--- config.mk ---
export PLATFORM = sky130hd
export DESIGN_NAME = rx_line_status
export DESIGN_NICKNAME = d
export VERILOG_FILES = /design/src/rtl/rls_pkg.sv /design/src/rtl/rls_store.sv /design/src/rtl/rls_errcnt.sv /design/src/rtl/rls_status.sv /design/src/rtl/rx_line_status.sv
export SDC_FILE = /design/constraint.sdc
export NUM_CORES = 1
export LEC_CHECK = 0
export ABC_CLOCK_PERIOD_IN_PS = 4300
export BUFFER_PORTS_ARGS = -buffer_cell sky130_fd_sc_hd__buf_2
export CAP_MARGIN = 10
export CORE_MARGIN = 2
export CORE_UTILIZATION = 60
export DETAILED_ROUTE_END_ITERATION = 8
export PLACE_DENSITY = 0.79
export SETUP_SLACK_MARGIN = 0.02
export SLEW_MARGIN = 40
export SYNTH_ARGS = -nofsm -noshare
export SYNTH_HDL_FRONTEND = slang
export SYNTH_SLANG_ARGS = --single-unit
--- constraint.sdc ---
create_clock -name clk -period 4.3 [get_ports clk]
set_clock_uncertainty 0.1 [all_clocks]
set_input_delay 0.215 -clock clk [delete_from_list [all_inputs] [get_ports clk]]
set_output_delay 0.215 -clock clk [all_outputs]
set_load 0.02 [all_outputs]
--- src/rtl/rls_pkg.sv ---
package rls_pkg;
  localparam int CHAR_W = 8;
  localparam int STAT_W = 32;

  // Status bit positions (fixed: software decodes them)
  localparam int ST_DR   = 0;
  localparam int ST_OVR  = 1;
  localparam int ST_PAR  = 2;
  localparam int ST_FRM  = 3;
  localparam int ST_BRK  = 4;
  localparam int ST_THRE = 5;
  localparam int ST_TEMT = 6;
  localparam int ST_SUM  = 7;

  typedef struct packed {
    logic              brk;
    logic              ferr;
    logic              perr;
    logic [CHAR_W-1:0] data;
  } rx_entry_t;

  function automatic logic entry_tagged(input rx_entry_t e);
    return e.brk | e.ferr | e.perr;
  endfunction
endpackage

--- src/rtl/rls_store.sv ---
module rls_store
  import rls_pkg::*;
#(
  parameter int DEPTH = 16
) (
  input  logic                           clk,
  input  logic                           rst_n,
  input  logic                           fifo_mode,
  input  logic                           push_req,
  input  logic                           pop_req,
  input  rx_entry_t                      wr_entry,
  output rx_entry_t                      head_entry,
  output logic                           head_valid,
  output logic [$clog2(DEPTH+1)-1:0]     fill,
  output logic                           push_ok,
  output logic                           pop_ok,
  output logic                           ovr_evt,
  output logic                           ovr_write
);
  localparam int PW = (DEPTH > 1) ? $clog2(DEPTH) : 1;
  localparam int CW = $clog2(DEPTH + 1);

  function automatic logic [PW-1:0] ptr_step(input logic [PW-1:0] p);
    return (p == PW'(DEPTH - 1)) ? '0 : p + PW'(1);
  endfunction

  function automatic logic [CW-1:0] fill_step(input logic [CW-1:0] f,
                                              input logic inc, input logic dec);
    return f + CW'(inc) - CW'(dec);
  endfunction

  rx_entry_t     mem [DEPTH];
  logic [PW-1:0] wr_ptr, rd_ptr;
  logic [CW-1:0] cap;
  logic          full;

  assign cap        = fifo_mode ? CW'(DEPTH) : CW'(1);
  assign full       = (fill >= cap);
  assign head_valid = (fill != '0);
  assign pop_ok     = pop_req && head_valid;
  assign push_ok    = push_req && (!full || pop_ok);
  assign ovr_evt    = push_req && full && !pop_ok;
  assign ovr_write  = ovr_evt && !fifo_mode;
  assign head_entry = head_valid ? mem[rd_ptr] : '0;

  always_ff @(posedge clk) begin
    if (push_ok)        mem[wr_ptr] <= wr_entry;
    else if (ovr_write) mem[rd_ptr] <= wr_entry;
  end

  always_ff @(posedge clk or negedge rst_n) begin
    if (!rst_n) begin
      wr_ptr <= '0;
      rd_ptr <= '0;
      fill   <= '0;
    end else begin
      if (push_ok) wr_ptr <= ptr_step(wr_ptr);
      if (pop_ok)  rd_ptr <= ptr_step(rd_ptr);
      fill <= fill_step(fill, push_ok, pop_ok);
    end
  end

  // fill never exceeds the configured depth
  a_r11_fill_bound: assert property (@(posedge clk) disable iff (!rst_n)
    fill <= CW'(DEPTH));
  // single-register mode never holds more than one character
  a_r10_single_cap: assert property (@(posedge clk) disable iff (!rst_n)
    !fifo_mode |-> fill <= CW'(1));
  // a discarded character leaves a full queue full
  a_r7_discard_keeps_full: assert property (@(posedge clk) disable iff (!rst_n)
    (ovr_evt && fifo_mode) |=> fill == CW'(DEPTH));
  // a pop on an empty store does nothing
  a_r3_pop_empty_noop: assert property (@(posedge clk) disable iff (!rst_n)
    (pop_req && !head_valid && !push_req) |=> fill == '0);
  // the read that empties the store drops data-ready
  a_r4_drain_clears: assert property (@(posedge clk) disable iff (!rst_n)
    (pop_ok && fill == CW'(1) && !push_ok) |=> !head_valid);
  // a coincident pop and push on a full store is not an overrun
  a_r9_pop_first: assert property (@(posedge clk) disable iff (!rst_n)
    (pop_ok && push_req) |-> (push_ok && !ovr_evt));
endmodule

--- src/rtl/rls_errcnt.sv ---
module rls_errcnt #(
  parameter int DEPTH = 16
) (
  input  logic                       clk,
  input  logic                       rst_n,
  input  logic                       push_ok,
  input  logic                       pop_ok,
  input  logic                       ovr_write,
  input  logic                       in_tagged,
  input  logic                       head_tagged,
  input  logic [$clog2(DEPTH+1)-1:0] fill,
  output logic                       err_any
);
  localparam int CW = $clog2(DEPTH + 1);

  // Adds a tagged arrival, removes a tagged departure; an overwrite does both
  function automatic logic [CW-1:0] tag_count_next(
    input logic [CW-1:0] cnt, input logic add_ev, input logic add_tag,
    input logic rem_ev, input logic rem_tag);
    return cnt + CW'(add_ev & add_tag) - CW'(rem_ev & rem_tag);
  endfunction

  logic [CW-1:0] err_cnt;

  always_ff @(posedge clk or negedge rst_n) begin
    if (!rst_n) err_cnt <= '0;
    else err_cnt <= tag_count_next(err_cnt, push_ok | ovr_write, in_tagged,
                                   pop_ok | ovr_write, head_tagged);
  end

  assign err_any = (err_cnt != '0);

  // summary count can never exceed the number of stored characters
  a_r11_cnt_le_fill: assert property (@(posedge clk) disable iff (!rst_n)
    err_cnt <= fill);
  // a tagged head always implies the summary is set
  a_r6_head_in_summary: assert property (@(posedge clk) disable iff (!rst_n)
    (fill != '0 && head_tagged) |-> err_any);
endmodule

--- src/rtl/rls_status.sv ---
module rls_status
  import rls_pkg::*;
(
  input  logic              clk,
  input  logic              rst_n,
  input  logic              ovr_evt,
  input  logic              stat_rd,
  input  logic              head_valid,
  input  rx_entry_t         head_entry,
  input  logic              err_any,
  input  logic              tx_hold_empty,
  input  logic              tx_all_empty,
  output logic [STAT_W-1:0] stat_word
);
  logic ovr_flag;

  always_ff @(posedge clk or negedge rst_n) begin
    if (!rst_n)       ovr_flag <= 1'b0;
    else if (ovr_evt) ovr_flag <= 1'b1;
    else if (stat_rd) ovr_flag <= 1'b0;
  end

  always_comb begin
    stat_word          = '0;
    stat_word[ST_DR]   = head_valid;
    stat_word[ST_OVR]  = ovr_flag;
    stat_word[ST_PAR]  = head_entry.perr;
    stat_word[ST_FRM]  = head_entry.ferr;
    stat_word[ST_BRK]  = head_entry.brk;
    stat_word[ST_THRE] = tx_hold_empty;
    stat_word[ST_TEMT] = tx_all_empty;
    stat_word[ST_SUM]  = err_any;
  end

  // overrun is visible the cycle after the event
  a_r7_ovr_sets: assert property (@(posedge clk) disable iff (!rst_n)
    ovr_evt |=> stat_word[ST_OVR]);
  // a status read with no new overrun clears the flag next cycle
  a_r8_read_clears: assert property (@(posedge clk) disable iff (!rst_n)
    (stat_rd && !ovr_evt) |=> !stat_word[ST_OVR]);
  // without a status read the flag cannot fall
  a_r8_sticky: assert property (@(posedge clk) disable iff (!rst_n)
    (stat_word[ST_OVR] && !stat_rd) |=> stat_word[ST_OVR]);
endmodule

--- src/rtl/rx_line_status.sv ---
module rx_line_status
  import rls_pkg::*;
#(
  parameter int DEPTH = 16
) (
  input  logic              clk,
  input  logic              rst_n,
  input  logic              fifo_mode,
  input  logic              char_valid,
  input  logic [CHAR_W-1:0] char_data,
  input  logic              char_perr,
  input  logic              char_ferr,
  input  logic              char_brk,
  input  logic              buf_rd,
  output logic [CHAR_W-1:0] buf_data,
  input  logic              stat_rd,
  input  logic              tx_hold_empty,
  input  logic              tx_all_empty,
  output logic [STAT_W-1:0] stat_word
);
  localparam int CW = $clog2(DEPTH + 1);

  rx_entry_t     in_entry, head_entry;
  logic          head_valid, push_ok, pop_ok, ovr_evt, ovr_write, err_any;
  logic [CW-1:0] fill;

  assign in_entry = '{brk: char_brk, ferr: char_ferr, perr: char_perr, data: char_data};
  assign buf_data = head_entry.data;

  rls_store #(.DEPTH(DEPTH)) u_store (
    .clk(clk), .rst_n(rst_n), .fifo_mode(fifo_mode),
    .push_req(char_valid), .pop_req(buf_rd), .wr_entry(in_entry),
    .head_entry(head_entry), .head_valid(head_valid), .fill(fill),
    .push_ok(push_ok), .pop_ok(pop_ok), .ovr_evt(ovr_evt), .ovr_write(ovr_write)
  );

  rls_errcnt #(.DEPTH(DEPTH)) u_errcnt (
    .clk(clk), .rst_n(rst_n), .push_ok(push_ok), .pop_ok(pop_ok),
    .ovr_write(ovr_write), .in_tagged(entry_tagged(in_entry)),
    .head_tagged(entry_tagged(head_entry)), .fill(fill), .err_any(err_any)
  );

  rls_status u_status (
    .clk(clk), .rst_n(rst_n), .ovr_evt(ovr_evt), .stat_rd(stat_rd),
    .head_valid(head_valid), .head_entry(head_entry), .err_any(err_any),
    .tx_hold_empty(tx_hold_empty), .tx_all_empty(tx_all_empty),
    .stat_word(stat_word)
  );

  // upper bits stay zero whatever the inputs
  a_r1_upper_zero: assert property (@(posedge clk) disable iff (!rst_n)
    stat_word[STAT_W-1:8] == '0);
  // an overwrite in single-register mode keeps exactly one character
  a_r10_overwrite_one: assert property (@(posedge clk) disable iff (!rst_n)
    ovr_write |=> (head_valid && buf_data == $past(char_data)));
endmodule

# After elaboration in Yosys (flattened, before gate mapping)
# Memory sizes are Yosys's and may differ from the RTL's.
# Cells that the tools add are included.
[totals]
out_inout_bits = 40
input_bits = 19
regBits = 19
wordCells = 50
mem_bits_rw = 176
memories = 1
[mem_list]
columns = ["memory", "depth", "word_bits", "read_ports", "rd_clocked_by_memory_dff", "wr", "line", "rtl"]
rows = [
  ["u_store.mem", 16, 11, 1, 0, 1, "rls_store.sv:32", "rx_entry_t mem [DEPTH];"],
]
[op_classes]
n_reduce_logical = 13
eq_ne = 2
add_sub_neg = 6
mux = 14
order_cmp = 1
bitwise_logic = 8
[op_table]
columns = ["cell", "count"]
rows = [
  ["2-to-1 mux 11 bit", 2],
  ["2-to-1 mux 4 bit", 3],
  ["OR reduction 11 bit", 1],
  ["nonzero test 5 bit", 2],
  ["adder 4 x 1 -> 4 bit (second input constant)", 2],
  ["equality test 4 bit (second input constant)", 2],
  ["2-to-1 mux 1 bit", 8],
  ["OR 1 bit", 6],
  ["adder 5 x 1 -> 5 bit", 1],
  ["adder 5 bit", 1],
  ["greater-or-equal comparator 5 bit", 1],
  ["logical AND 1 bit", 5],
  ["2-to-1 mux 5 bit", 1],
  ["subtractor 5 x 1 -> 5 bit", 1],
  ["subtractor 5 bit", 1],
  ["zero test 1 bit", 3],
  ["AND 1 bit", 2],
  ["nonzero test 2 bit", 1],
  ["logical OR 1 bit", 1],
]

# Longest topological paths before layout
# Gate-level depths: netlist of run 1.
[logic_depth]
word_depth = 10
mapped_depth = 19
depth_no_buf = 17

# Cells and area by module
# From an unflattened synthesis of run 1, not the netlist that was laid out.
[hier_totals]
hier_cells = 464
area_unflattened_um2 = 8404.3
[modules_own_cells]
columns = ["mod", "area_each_um2", "instances", "cells_each", "seq_area_each_um2"]
rows = [
  ["rls_store", 7781.2, 1, 396, 5610.4],
  ["rls_errcnt", 330.3, 1, 30, 125.1],
  ["rls_status", 280.3, 1, 36, 25.0],
  ["rx_line_status", 12.5, 1, 2, 0.0],
]

# Worst setup path before layout of run 1
# OpenSTA, ideal clock, no wires.
[synth_path]
path_kind = "register to register"
from = "reg u_store.rd_ptr[0]"
to = "reg u_errcnt.err_cnt[4]"
setup_slack_ps = 702
synth_period_minus_slack_ps = 3598
path_stages_with_launch = 17
n_path_buf = 2
t_arrival_ps = 3373
setup_time_ps = 125
t_required_ps = 4075
cell_sequence = "dfrtp_1 buf_2 buf_2 mux4_2 mux2i_1 o22ai_1 o31a_1 ha_1 inv_1 ha_1 inv_1 fa_1 inv_1 a21oi_1 nor2_1 nor2_1 xnor2_1"
[synth_between]
elab_cells_between_ends = 6
classes_between = "add/sub: 1; mux: 1; bitwise: 3; memory: 1"
[synth_rtl]
columns = ["element", "line", "rtl"]
rows = [
  ["start, declared", "rls_store.sv:33", "logic [PW-1:0] wr_ptr, rd_ptr;"],
  ["start signal, assigned", "rls_store.sv:58", "if (pop_ok) rd_ptr <= ptr_step(rd_ptr);"],
  ["memory (16 x 11 bit)", "--", ""],
  ["2-to-1 mux 11 bit", "rls_store.sv:44", "assign head_entry = head_valid ? mem[rd_ptr] : '0;"],
  ["named net stat_word[2]", "rx_line_status.sv:19", "output logic [STAT_W-1:0] stat_word"],
  ["OR 1 bit", "rls_pkg.sv:23", "return e.brk | e.ferr | e.perr;"],
  ["AND 1 bit", "rls_errcnt.sv:20", "return cnt + CW'(add_ev & add_tag) - CW'(rem_ev & rem_tag);"],
  ["subtractor 5 bit", "rls_errcnt.sv:20", ""],
  ["end signal, assigned", "rls_errcnt.sv:27", "else err_cnt <= tag_count_next(err_cnt, push_ok | ovr_write, in_tagged,"],
  ["end, declared", "rls_errcnt.sv:23", "logic [CW-1:0] err_cnt;"],
]
# The timed path passes the listed nets, and every way through them passes these cells.
# A chain may end at the register's enable or synchronous reset.

# Final worst setup path of run 1
[layout_path]
from = "reg u_store.fill[0]"
to = "reg u_errcnt.err_cnt[4]"
[layout_between]
elab_chain_len = 9
elab_cells_between_ends = 19
classes_between = "add/sub: 2; order compare: 1; mux: 1; bitwise: 6; reduce/logical: 9"
[layout_rtl]
columns = ["element", "line", "rtl"]
rows = [
  ["start, declared", "rls_store.sv:14", "output logic [$clog2(DEPTH+1)-1:0] fill,"],
  ["start signal, assigned", "rls_store.sv:59", "fill <= fill_step(fill, push_ok, pop_ok);"],
  ["branches (longest 8 deep; another with greater-or-equal comparator 5 bit)", "--", ""],
  ["subtractor 5 bit (*)", "rls_errcnt.sv:20", ""],
]
# Every way passes the cells marked *.

==> parameters.txt, run 1 <==
Parameter                              Value

Synthesis
  Number of enable flip-flop cells after synthesis ... 176
  Main flop type after synthesis ... sky130_fd_sc_hd__edfxtp_1
  Post-synth design cell area ... 8340 µm²
  Synth Instances ... 459
  Synth async-reset ratio ... 0.0974
  Mean area per synthesized cell ... 18.2 µm²
  Share of the yosys chip area belonging to registers ... 0.691
  Count of unique library cells instantiated by Yosys ... 44
  Synthesized flop and latch total ... just under 200
  Syn. warnings ... 0

Clock tree
  CTS tree ... built
  Maximum root-to-sink buffer count ... 2
  CTS HTree Levels ... 4
  Hold bufs inserted after CTS ... 2
  Count of cells resized by post-cts repair ... 0
  Worst-path clk slew ... roughly 0.070 ns
  Total number of clock tree sinks ... around 200
  Cts bufs inserted ... 17
  Worst-skew pair later-pin latency ... 0.43 ns
  Number of buffers added for setup after CTS ... 0
  Cell chosen for the clock root ... sky130_fd_sc_hd__clkbuf_16

Status
  Result of the run ... finished, final reports clean

Routing
  Sum of routed wire length over all layers ... 16.2 mm
  Highest layer used for signal routing ... met4
  Metal3 WL ... 1.10 mm
  DRC violation total after the first TritonRoute iteration ... 473
  Met2 layer wire length in the routed design ... 7.77 mm
  Detailed-route DRC error count ... 0
  Routed vias ... around 4200
  Wire length on met1 ... 6.75 mm
  Post-route ant nets ... 0
  Per-cell routed wire length ... 23.1 µm
  Length of the first detailed-routing pass in iterations ... 5
  Ratio of routed vias to standard cells ... 6.02

Cells and area
  Final Util ... 0.675
  Area delta synth->final ... 11.1%
  ANT cells ... 0
  Footprint of the multi-input gates ... 2270 µm²
  Filler cells ... 861
  Final instance area ... 9260 µm²
  Fraction of final layout cells sized beyond drive strength 1 ... 0.275
  Final nets ... roughly 550
  Register Area ... just under 6000 µm²

Setup path
  Data arrival, critical path ... roughly 4 ns
  Required time of the critical path ... 4.51 ns
  Kind of end point of the critical path ... register
  Kind of launch point of the worst setup path ... register
  Highest net fanout along the worst path ... 8
  WS Path Type ... register to register

Timing
  Relative slew slack ... 0.469
  Share of the clock period used by the worst path after layout ... 0.874
  Slew at the pin closest to its max-slew limit ... 0.786 ns
  Maximum clock frequency ... 0.266 GHz
  Final-report max-slew violation count ... 0
  Setup repair after global routing missed its margin ... no
  Min Clock Period, post-route ... 3.76 ns
  Total negative slack ... 0 ns
  Final Hold Viols ... 0
  Hold_ws ... 0.0370 ns
  Setup Viol. Count Final ... 0

Place
  Number of port buffers ... 30
  Routability congestion estimate from global placement ... 0.815
  Dpl hpwl ... 9.92 mm
  Placed inst area ... 8660 µm²

Pwr
  Relative contribution of sequential cells to total power ... 0.413
  Switching share of power ... 0.330
  Pwr per Cell Area ... 663 nW/µm²
  Leakage power summed over all cells ... 3.27 nW
  Overall power consumption ... 6.14 mW
  Proportion of power drawn by combinational gates ... 0.338
  P_int ... 4.11 mW
  Switching power ... 2.02 mW
  Relative contribution of the clock network to total power ... 0.249
  Peak ir drop on the vdd network ... 0.330 mV

Die
  Area of the core ... between 10000 and 15000 µm²
  Die Width ... 122 µm
  Die Footprint ... 14900 µm²
  Chip Height ... 122 µm
  Placement row count ... 43
  Boundary Pins ... 59
  Initial cell density of the core ... 0.608

Global route
  All-Layer GR Usage ... 0.236
  Pin count of the biggest net entering global routing ... 29
  Global-route wire length before repair ... 24.7 mm
  Residual overflow from global routing ... 0
  Number of global-route vias before repair ... 4153
  Antenna violations before repair ... 0

Run
  Reported max-cap violation count ... 0

Min path
  Worst min-delay path class ... input port to register
synthesized netlist by cell type (2+ instances only):
| library cell | n | area [µm²] |
|---|---|---|
| sky130_fd_sc_hd__o2bb2ai_1 | 2 | 17.5 |
| sky130_fd_sc_hd__o21ai_0 | 3 | 15.0 |
| sky130_fd_sc_hd__dfrtp_1 | 19 | 475 |
| sky130_fd_sc_hd__nand2b_1 | 2 | 12.5 |
| sky130_fd_sc_hd__a2111oi_0 | 2 | 17.5 |
| sky130_fd_sc_hd__nor2_1 | 19 | 71.3 |
| sky130_fd_sc_hd__buf_1 | 5 | 18.8 |
| sky130_fd_sc_hd__buf_6 | 2 | 22.5 |
| sky130_fd_sc_hd__clkbuf_1 | 10 | 37.5 |
| sky130_fd_sc_hd__xor2_1 | 3 | 26.3 |
| sky130_fd_sc_hd__ha_1 | 17 | 213 |
| sky130_fd_sc_hd__edfxtp_1 | 176 | 5290 |
| sky130_fd_sc_hd__buf_2 | 3 | 15.0 |
| sky130_fd_sc_hd__a31oi_1 | 2 | 12.5 |
| sky130_fd_sc_hd__fa_1 | 2 | 40.0 |
| sky130_fd_sc_hd__nand2_1 | 14 | 52.6 |
| sky130_fd_sc_hd__nand4b_1 | 2 | 17.5 |
| sky130_fd_sc_hd__nand3_1 | 3 | 15.0 |
| sky130_fd_sc_hd__a21o_1 | 3 | 22.5 |
| sky130_fd_sc_hd__mux4_2 | 50 | 1130 |
| sky130_fd_sc_hd__o22ai_1 | 3 | 18.8 |
| sky130_fd_sc_hd__mux2_2 | 3 | 33.8 |
| sky130_fd_sc_hd__nor2b_1 | 6 | 37.5 |
| sky130_fd_sc_hd__mux2i_1 | 12 | 120 |
| sky130_fd_sc_hd__a21oi_1 | 14 | 70.1 |
| sky130_fd_sc_hd__inv_1 | 22 | 82.6 |
| sky130_fd_sc_hd__buf_4 | 29 | 218 |
| sky130_fd_sc_hd__xnor2_1 | 7 | 61.3 |
| sky130_fd_sc_hd__and2_1 | 9 | 56.3 |
cells by family (layout without fill, tap and decap cells):
kind of cell    Yosys count  in the layout  synth area share
flops                   195            195             0.691
buf+inv                  71            109            0.0473
mux                      65             65             0.154
simple gates             62             62            0.0392
compound gates           36             36            0.0279
fa+ha+maj                19             19            0.0303
xor+xnor                 10             10            0.0105
other cells               1             24          0.000450
path summary, 6_finish.rpt:
check / start / slack [ns] / to / cells after the start
min reg2reg: u_status.ovr_flag / 0.43 / u_status.ovr_flag / 2
max: u_store.fill[0] / 0.54 / u_errcnt.err_cnt[4] / 17
max in group asynchronous: rst_n / 3.57 / u_store.rd_ptr[1] / 2
min in group asynchronous: rst_n / 0.17 / u_errcnt.err_cnt[4] / 2
max reg2reg: u_store.fill[0] / 0.54 / u_errcnt.err_cnt[4] / 17
min: char_valid / 0.04 / u_store.wr_ptr[3] / 3
registers in the layout, indices dropped and copies added (netlist names):
name / count
u_store.rd_ptr: 4
u_errcnt.err_cnt: 5
u_store.fill: 5
u_store.mem: 176
u_status.ovr_flag: 1
u_store.wr_ptr: 4
area by class of cell:
type,instances,area share
clock inverter,15,0.0166
clock buffer,17,0.0459
timing repair buffer,55,0.0370
sequential,195,0.622
inverter,22,0.00892
tap,180,0.0243
multi-input combinational,216,0.245
critical path: stages, from the launching register on:
cell and delay (ns):
sky130_fd_sc_hd__dfrtp_1 0.37, sky130_fd_sc_hd__inv_1 0.06, sky130_fd_sc_hd__ha_1 0.26, sky130_fd_sc_hd__and3b_1 0.19
sky130_fd_sc_hd__o41ai_1 0.71, sky130_fd_sc_hd__a211o_1 0.42, sky130_fd_sc_hd__nand2_1 0.10, sky130_fd_sc_hd__o31a_1 0.11
sky130_fd_sc_hd__ha_1 0.26, sky130_fd_sc_hd__inv_1 0.06, sky130_fd_sc_hd__ha_1 0.16, sky130_fd_sc_hd__inv_1 0.05
sky130_fd_sc_hd__fa_1 0.39, sky130_fd_sc_hd__inv_1 0.07, sky130_fd_sc_hd__a21oi_1 0.06, sky130_fd_sc_hd__nor2_1 0.09
sky130_fd_sc_hd__nor2_1 0.07, sky130_fd_sc_hd__xnor2_1 0.13
power by group through the flow:
stage,clock network [mW],logic [mW],registers [mW]
after floorplan,0,1.63,2.45
after global placement,0,2.00,2.55
after detailed placement,0,2.07,2.57
after CTS,1.55,2.09,2.54
after global routing,1.62,2.27,2.57
final,1.53,2.07,2.54
layout by cell type, fill, tap and decap left out, drive strengths merged, types with 4 or more instances in the layout:
cell type	n
mux2i	12
conb	24
nand2	14
inv	27
and2	10
ha	17
clkbuf	17
buf	53
dfrtp	19
xnor2	7
mux4	50
nor2b	6
nor2	19
clkinv	5
clkinvlp	4
a21oi	14
edfxtp	176
metrics by stage:
stage                     setup WS [ns]  cells
after floorplan                   0.702    482
after global placement            0.753    666
after detailed placement          0.581    666
after CTS                         0.575    700
after global routing              0.330    700
final                             0.542    700
routing by layer:
| metal | global-route usage | up-vias |
|---|---|---|
| met2 | 0.367 | 178 |
| met4 | 0.107 | 0 |
| met1 | 0.331 | 2169 |
| li1 | - | 1828 |
| met3 | 0.0454 | 39 |
| met5 | 0 | - |
Power figures use the tool's default switching activity.
==> run 2, diff against run 1 <==
- REMOVE_ABC_BUFFERS: unset -> 1
==> run 2 against run 1 <==
Combinational power shrank 2%. Via count up 1.3%. Maximum frequency up 1.8%. Wire length increased by 2.2%. Utilization up 0.65 points. Critical path depth down 2. Register-to-register slack improved by 0.07 ns. Worst hold slack lost 0.0062 ns. Die area did not move. Highest routed layer unchanged.
==> parameters.txt, run 2 (same netlist as run 1, synthesis figures left out) <==
Parameter                              Value

Setup path
  Crit path max-delay family ... compound AO/OA/AOI/OAI gates
  Cells traversed along the worst timing path ... inv_1 -> ha_1 -> and3b_1 -> o41ai_1 -> a21o_1 -> nand2_1 -> o21ai_0 -> ha_1 -> inv_1 -> fa_1 -> nor2_1 -> nor2_1 -> nor2_1 -> nor2_1 -> xnor2_1
  Required time of the critical path ... 4.54 ns (+0.03 ns)
  Kind of launch point of the worst setup path ... register
  CP Buf/Inv Count ... 2 (-2)
  Highest net fanout along the worst path ... 9 (+1)
  Slowest library cell on the worst path ... sky130_fd_sc_hd__o41ai_1
  WS Path Type ... register to register
  Most common cell on crit path ... sky130_fd_sc_hd__nor2_1
  Kind of end point of the critical path ... register
  Max incr delay on CP ... 0.62 ns (-0.09 ns)
  Data arrival, critical path ... 3.94 ns (-0.03 ns)

Clock tree
  Maximum root-to-sink buffer count ... 2 (unchanged)
  Cts bufs inserted ... 17 (unchanged)
  Count of cells resized by post-cts repair ... 0 (unchanged)
  Cell chosen for the clock root ... sky130_fd_sc_hd__clkbuf_16
  CTS HTree Levels ... 4 (unchanged)
  Worst-path clk slew ... 0.07 ns (about the same)
  Total number of clock tree sinks ... 195 (unchanged)
  Worst-skew pair later-pin latency ... 0.43 ns (about the same)
  CTS tree ... built

Timing
  Slew at the pin closest to its max-slew limit ... 0.674 ns (-0.112 ns)
  Share of the clock period used by the worst path after layout ... 0.859 (-0.0152)
  Setup repair after global routing missed its margin ... no
  Final-report max-slew violation count ... 0 (unchanged)
  Post-layout worst setup margin ... 0.607 ns (+0.0652 ns)
  Setup Viol. Count Final ... 0 (unchanged)
  Min Clock Period, post-route ... 3.69 ns (-0.0652 ns)
  Final Hold Viols ... 0 (unchanged)
  Maximum clock frequency ... 0.271 GHz (+1.8%)
  Relative slew slack ... 0.545 (+0.0758)

Routing
  Post-route ant nets ... 0 (unchanged)
  Sum of routed wire length over all layers ... 16.5 mm (+2.2%)
  Per-cell routed wire length ... 23.5 µm (+1.9%)
  Detailed-route DRC error count ... 0 (unchanged)
  DRC violation total after the first TritonRoute iteration ... 460 (-2.7%)
  Length of the first detailed-routing pass in iterations ... 6 (+1)
  Routed vias ... 4267 (+1.3%)
  Ratio of routed vias to standard cells ... 6.08 (+0.97%)

Cells and area
  Flip-flop count of the largest register after layout ... 176 (unchanged)
  Most used cells in the layout excluding fill and tap cells ... sky130_fd_sc_hd__edfxtp_1, sky130_fd_sc_hd__mux4_2, sky130_fd_sc_hd__buf_2, sky130_fd_sc_hd__buf_4, sky130_fd_sc_hd__conb_1
  Most common cell after layout, fill and taps aside ... sky130_fd_sc_hd__edfxtp_1
  Final nets ... 547 (+0.37%)
  Register name with the most flops ... u_store.mem
  Fraction of final layout cells sized beyond drive strength 1 ... 0.282 (+0.00661)
  Area delta synth->final ... 12.2%
  ANT cells ... 0 (unchanged)
  Leading registers by flop count ... u_store.mem: 176 flops, u_errcnt.err_cnt: 5 flops, u_store.fill: 5 flops

Global route
  Antenna violations before repair ... 0 (unchanged)
  Global-route wire length before repair ... 25.2 mm (+1.9%)
  Pin count of the biggest net entering global routing ... 28 (-3.4%)
  Residual overflow from global routing ... 0 (unchanged)
  All-Layer GR Usage ... 0.244 (+0.00771)
  Number of global-route vias before repair ... 4257 (+2.5%)

Place
  Routability congestion estimate from global placement ... 0.816 (+0.16%)
  Number of port buffers ... 30 (unchanged)
  Minimum setup slack after placement ... 0.602 ns (+0.0213 ns)
  Dpl hpwl ... 10.1 mm (+2.1%)

Die
  Initial cell density of the core ... 0.608 (unchanged)
  Chip Height ... 122 µm (unchanged)
  Die Footprint ... 14900 µm² (unchanged)
  Area of the core ... 13700 µm² (unchanged)
  Die Width ... 122 µm (unchanged)
  Boundary Pins ... 59 (unchanged)
  Placement row count ... 43 (unchanged)

Status
  Result of the run ... finished, final reports clean

Pwr
  Overall power consumption ... 6.32 mW (+3.0%)
  Pwr per Cell Area ... 676 nW/µm² (+2.0%)
  Peak ir drop on the vdd network ... 0.362 mV (+9.7%)
  Leakage power summed over all cells ... 3.32 nW (+1.5%)

Min path
  Worst min-delay path class ... input port to register

Run
  Reported max-cap violation count ... 0 (unchanged)
==> run 2: worst register-to-register path: stages, from the launching register on <==
cell	delay, ns
sky130_fd_sc_hd__dfrtp_1	0.38
sky130_fd_sc_hd__inv_1	0.06
sky130_fd_sc_hd__ha_1	0.25
sky130_fd_sc_hd__and3b_1	0.18
sky130_fd_sc_hd__o41ai_1	0.62
sky130_fd_sc_hd__a21o_1	0.38
sky130_fd_sc_hd__nand2_1	0.20
sky130_fd_sc_hd__o21ai_0	0.26
sky130_fd_sc_hd__ha_1	0.24
sky130_fd_sc_hd__inv_1	0.06
sky130_fd_sc_hd__fa_1	0.40
sky130_fd_sc_hd__nor2_1	0.10
sky130_fd_sc_hd__nor2_1	0.05
sky130_fd_sc_hd__nor2_1	0.09
sky130_fd_sc_hd__nor2_1	0.05
sky130_fd_sc_hd__xnor2_1	0.19
==> run 2: final cells by class <==
cell class,instances,area (µm²)
fillers,852,4370
clock inverters,15,226
flip-flops and latches,195,5760
clock buffers,17,425
well taps,180,225
multi-input cells,216,2270
repair buffers,57,358
inverters,22,82.6
==> run 2: per-layer routing <==
| metal | GRT usage | vias up | wire (µm) |
|---|---|---|---|
| met4 | 0.115 | 0 | 542 |
| met2 | 0.382 | 213 | 8300 |
| met5 | 0 | - | 0 |
| met3 | 0.0524 | 40 | 1260 |
| li1 | - | 1837 | - |
| met1 | 0.333 | 2177 | 6410 |
==> run 2: path summary, 6_finish.rpt <==
path	startpoint	to	slack [ns]	cells after the start
min in group asynchronous	rst_n	u_store.fill[2]	0.16	2
setup / recovery	u_store.fill[0]	u_store.fill[4]	0.61	15
setup reg to reg	u_store.fill[0]	u_store.fill[4]	0.61	15
hold / removal	char_valid	u_store.wr_ptr[3]	0.03	3
hold reg to reg	u_status.ovr_flag	u_status.ovr_flag	0.43	2
max in group asynchronous	rst_n	u_store.rd_ptr[3]	3.60	2
==> run 2: where the power goes <==
| part | switching (mW) | internal, mW | total, mW |
|---|---|---|---|
| clock | 0.713 | 0.992 | 1.71 |
| combinational | 1.05 | 0.975 | 2.02 |
| sequential | 0.261 | 2.33 | 2.59 |
==> run 2: metrics by stage <==
stage | instance area (µm²) | util | hold slack [ns] | TNS, ns | instances
finish | 9350 | 0.682 | 0.0309 | 0 | 702
floorplan | 8110 | - | -0.181 | -0.492 | 433
global placement | 8680 | 0.633 | 0.0820 | 0 | 668
CTS | 9350 | 0.682 | 0.00999 | 0 | 702
detailed placement | 8680 | 0.633 | 0.0949 | 0 | 668
global route | 9350 | 0.682 | 0.0351 | 0 | 702
==> run 2: what timing repair did <==
item / 4_1_cts / 5_1_grt
hold buffers: 2 / 0
endpoints found under the hold margin: 20 / 0
buffers inserted: 0 / 0
==> run 3, diff against run 2 <==
- CORE_UTILIZATION: 60 -> 35
- PLACE_DENSITY: 0.79 -> unset
==> run 3 against run 2 <==
Sequential share of layout area fell by 0.49 points. Die area rose by 69%. Final cell count rose by 19%. Sequential cell count did not move. Via count fell by 2.1%. Clock power fell by 8%.
==> parameters.txt, run 3 (same netlist as run 1, synthesis figures left out) <==
Parameter                              Value

Place
  Placed cells ... 803 (+20%)
  Routability congestion estimate from global placement ... 0.805 (-1.4%)
  Number of port buffers ... 30 (unchanged)
  Dpl hpwl ... 10.4 mm (+2.8%)

Min path
  Worst hold path cell count ... 3 (unchanged)
  Worst min-delay path class ... input port to register
  Critical hold path startpoint ... char_valid
  Worst Hold Endpoint ... u_store.wr_ptr[2]

Routing
  Sum of routed wire length over all layers ... 17.5 mm (+6.3%)
  Per-cell routed wire length ... 21.0 µm (-11%)
  Ratio of routed vias to standard cells ... 5.00 (-18%)
  Routed vias ... 4177 (-2.1%)
  Detailed-route DRC error count ... 0 (unchanged)
  DRC violation total after the first TritonRoute iteration ... 287 (-38%)
  Length of the first detailed-routing pass in iterations ... 4 (-2)
  Post-route ant nets ... 0 (unchanged)

Timing
  Slew at the pin closest to its max-slew limit ... 0.862 ns (+0.189 ns)
  Setup repair after global routing missed its margin ... no
  Maximum clock frequency ... 0.271 GHz (+0.18%)
  Setup Viol. Count Final ... 0 (unchanged)
  Min Clock Period, post-route ... 3.69 ns (-0.00660 ns)
  Relative slew slack ... 0.425 (-0.120)
  Total negative slack ... 0 ns (unchanged)
  Final-report max-slew violation count ... 0 (unchanged)
  Share of the clock period used by the worst path after layout ... 0.857 (-0.00154)
  Final Hold Viols ... 0 (unchanged)

Die
  Chip Height ... 158 µm (+30%)
  Boundary Pins ... 59 (unchanged)
  Placement row count ... 56 (+30%)
  Die Width ... 158 µm (+30%)
  Die Footprint ... 25100 µm² (+69%)
  Initial cell density of the core ... 0.356 (-0.251)
  Area of the core ... 23400 µm² (+71%)

Cells and area
  Register name with the most flops ... u_store.mem
  Area delta synth->final ... 13.0%
  Most used cells in the layout excluding fill and tap cells ... sky130_fd_sc_hd__edfxtp_1, sky130_fd_sc_hd__mux4_2, sky130_fd_sc_hd__buf_2, sky130_fd_sc_hd__conb_1, sky130_fd_sc_hd__inv_1
  Leading registers by flop count ... u_store.mem: 176 flops, u_errcnt.err_cnt: 5 flops, u_store.fill: 5 flops
  Most common cell after layout, fill and taps aside ... sky130_fd_sc_hd__edfxtp_1
  Fraction of final layout cells sized beyond drive strength 1 ... 0.267 (-0.0147)
  Number of standard cells in the layout, taps in and fillers out ... 836 (+19%)
  Final Util ... 0.403 (-0.279)
  ANT cells ... 0 (unchanged)
  Flip-flop count of the largest register after layout ... 176 (unchanged)
  Final nets ... 543 (-0.73%)

Pwr
  Pwr per Cell Area ... 658 nW/µm² (-2.7%)
  Peak ir drop on the vdd network ... 0.323 mV (-11%)
  Leakage power summed over all cells ... 3.26 nW (-1.6%)
  Overall power consumption ... 6.20 mW (-1.9%)

Clock tree
  Maximum root-to-sink buffer count ... 2 (unchanged)
  Count of cells resized by post-cts repair ... 0 (unchanged)
  Cell chosen for the clock root ... sky130_fd_sc_hd__clkbuf_16
  Worst-path clk slew ... 0.07 ns (about the same)
  Cts bufs inserted ... 17 (unchanged)
  CTS HTree Levels ... 4 (unchanged)
  Number of buffers added for setup after CTS ... 0 (unchanged)
  CTS tree ... built
  Total number of clock tree sinks ... 195 (unchanged)
  Worst-skew pair later-pin latency ... 0.43 ns (about the same)

Setup path
  R2R Setup Slk ... 0.61 ns (about the same)
  Crit Reg-Reg Endpoint ... u_errcnt.err_cnt[4]
  Data arrival, critical path ... 3.90 ns (-0.04 ns)
  WS Path Type ... register to register
  Highest net fanout along the worst path ... 13 (+4)
  Kind of end point of the critical path ... register
  Worst reg-to-reg path cell count ... 17 (+2)
  Worst R2R Start ... u_store.fill[2]
  Required time of the critical path ... 4.51 ns (-0.03 ns)
  Kind of launch point of the worst setup path ... register

Global route
  All-Layer GR Usage ... 0.148 (-0.0960)
  Pin count of the biggest net entering global routing ... 34 (+21%)
  Number of global-route vias before repair ... 4237 (-0.47%)
  Global-route wire length before repair ... 25.9 mm (+2.8%)
  Antenna violations before repair ... 0 (unchanged)
  Residual overflow from global routing ... 0 (unchanged)

Status
  Result of the run ... finished, final reports clean

Run
  Reported max-cap violation count ... 0 (unchanged)
## run 3: changes by cell type in the layout (fill, tap and decap cells not counted), sizes merged
cell	change
buf	-4
clkinv	-2
inv	+1
clkbuf	+2
bufinv	-2
## run 3: metal layers
layer	GRT usage	vias up	wire length, µm
li1	-	1827	-
met1	0.197	2181	7600
met2	0.237	141	8580
met3	0.0365	28	1060
met4	0.0528	0	311
met5	0	-	0
## run 3: power breakdown
group	leakage [nW]	switching [mW]	internal, mW
Sequential	1.81	0.250	2.33
Clock	0.278	0.704	0.868
Combinational	1.17	1.08	0.967
Total	3.26	2.04	4.16
## run 3: critical path, cell delays in order, from the launching register on
cell and delay, ns:
sky130_fd_sc_hd__dfrtp_1 0.39, sky130_fd_sc_hd__inv_1 0.13, sky130_fd_sc_hd__ha_1 0.18, sky130_fd_sc_hd__or4b_4 0.60, sky130_fd_sc_hd__and2_4 0.24, sky130_fd_sc_hd__a211o_1 0.36, sky130_fd_sc_hd__nand2_1 0.12, sky130_fd_sc_hd__o31a_1 0.15
sky130_fd_sc_hd__ha_1 0.23, sky130_fd_sc_hd__inv_1 0.06, sky130_fd_sc_hd__ha_1 0.16, sky130_fd_sc_hd__inv_1 0.05, sky130_fd_sc_hd__fa_1 0.40, sky130_fd_sc_hd__inv_1 0.07, sky130_fd_sc_hd__a21oi_1 0.05, sky130_fd_sc_hd__nor2_1 0.09
sky130_fd_sc_hd__nor2_1 0.05, sky130_fd_sc_hd__xnor2_1 0.11
## run 3: worst max-delay path by stage
stage	start	end	slack, ns	cells past startpoint
finish	u_store.fill[2]	u_errcnt.err_cnt[4]	0.61	17
global placement	u_store.fill[2]	u_errcnt.err_cnt[4]	0.72	17
global route	u_store.fill[0]	u_errcnt.err_cnt[4]	0.42	17
CTS	u_store.fill[2]	u_errcnt.err_cnt[4]	0.61	17
detailed placement	u_store.fill[2]	u_errcnt.err_cnt[4]	0.63	17
floorplan	u_store.rd_ptr[0]	u_errcnt.err_cnt[4]	-0.32	14
## run 3: layout make-up
type,count,area (µm²)
fillers,2116,14000
flip-flops and latches,195,5760
multi-input cells,216,2270
clock buffers,19,433
well taps,319,399
repair buffers,53,328
clock inverters,12,149
inverters,22,82.6
## run 3: through the flow
stage / setup WS, ns / cell area (µm²) / hold WS, ns
2_1_floorplan: -0.316 / 8110 / -0.181
3_3_place_gp: 0.720 / 8820 / 0.0878
3_5_place_dp: 0.634 / 8820 / 0.0895
5_1_grt: 0.415 / 9420 / 0.0494
6_report: 0.614 / 9420 / 0.0375
4_1_cts: 0.613 / 9420 / 0.0185
## run 3: what timing repair did
| action | CTS | global route |
|---|---|---|
| hold endpoints to repair | 20 | 0 |
| endpoints found under the setup margin | 0 | 0 |
| hold buffers | 2 | 0 |
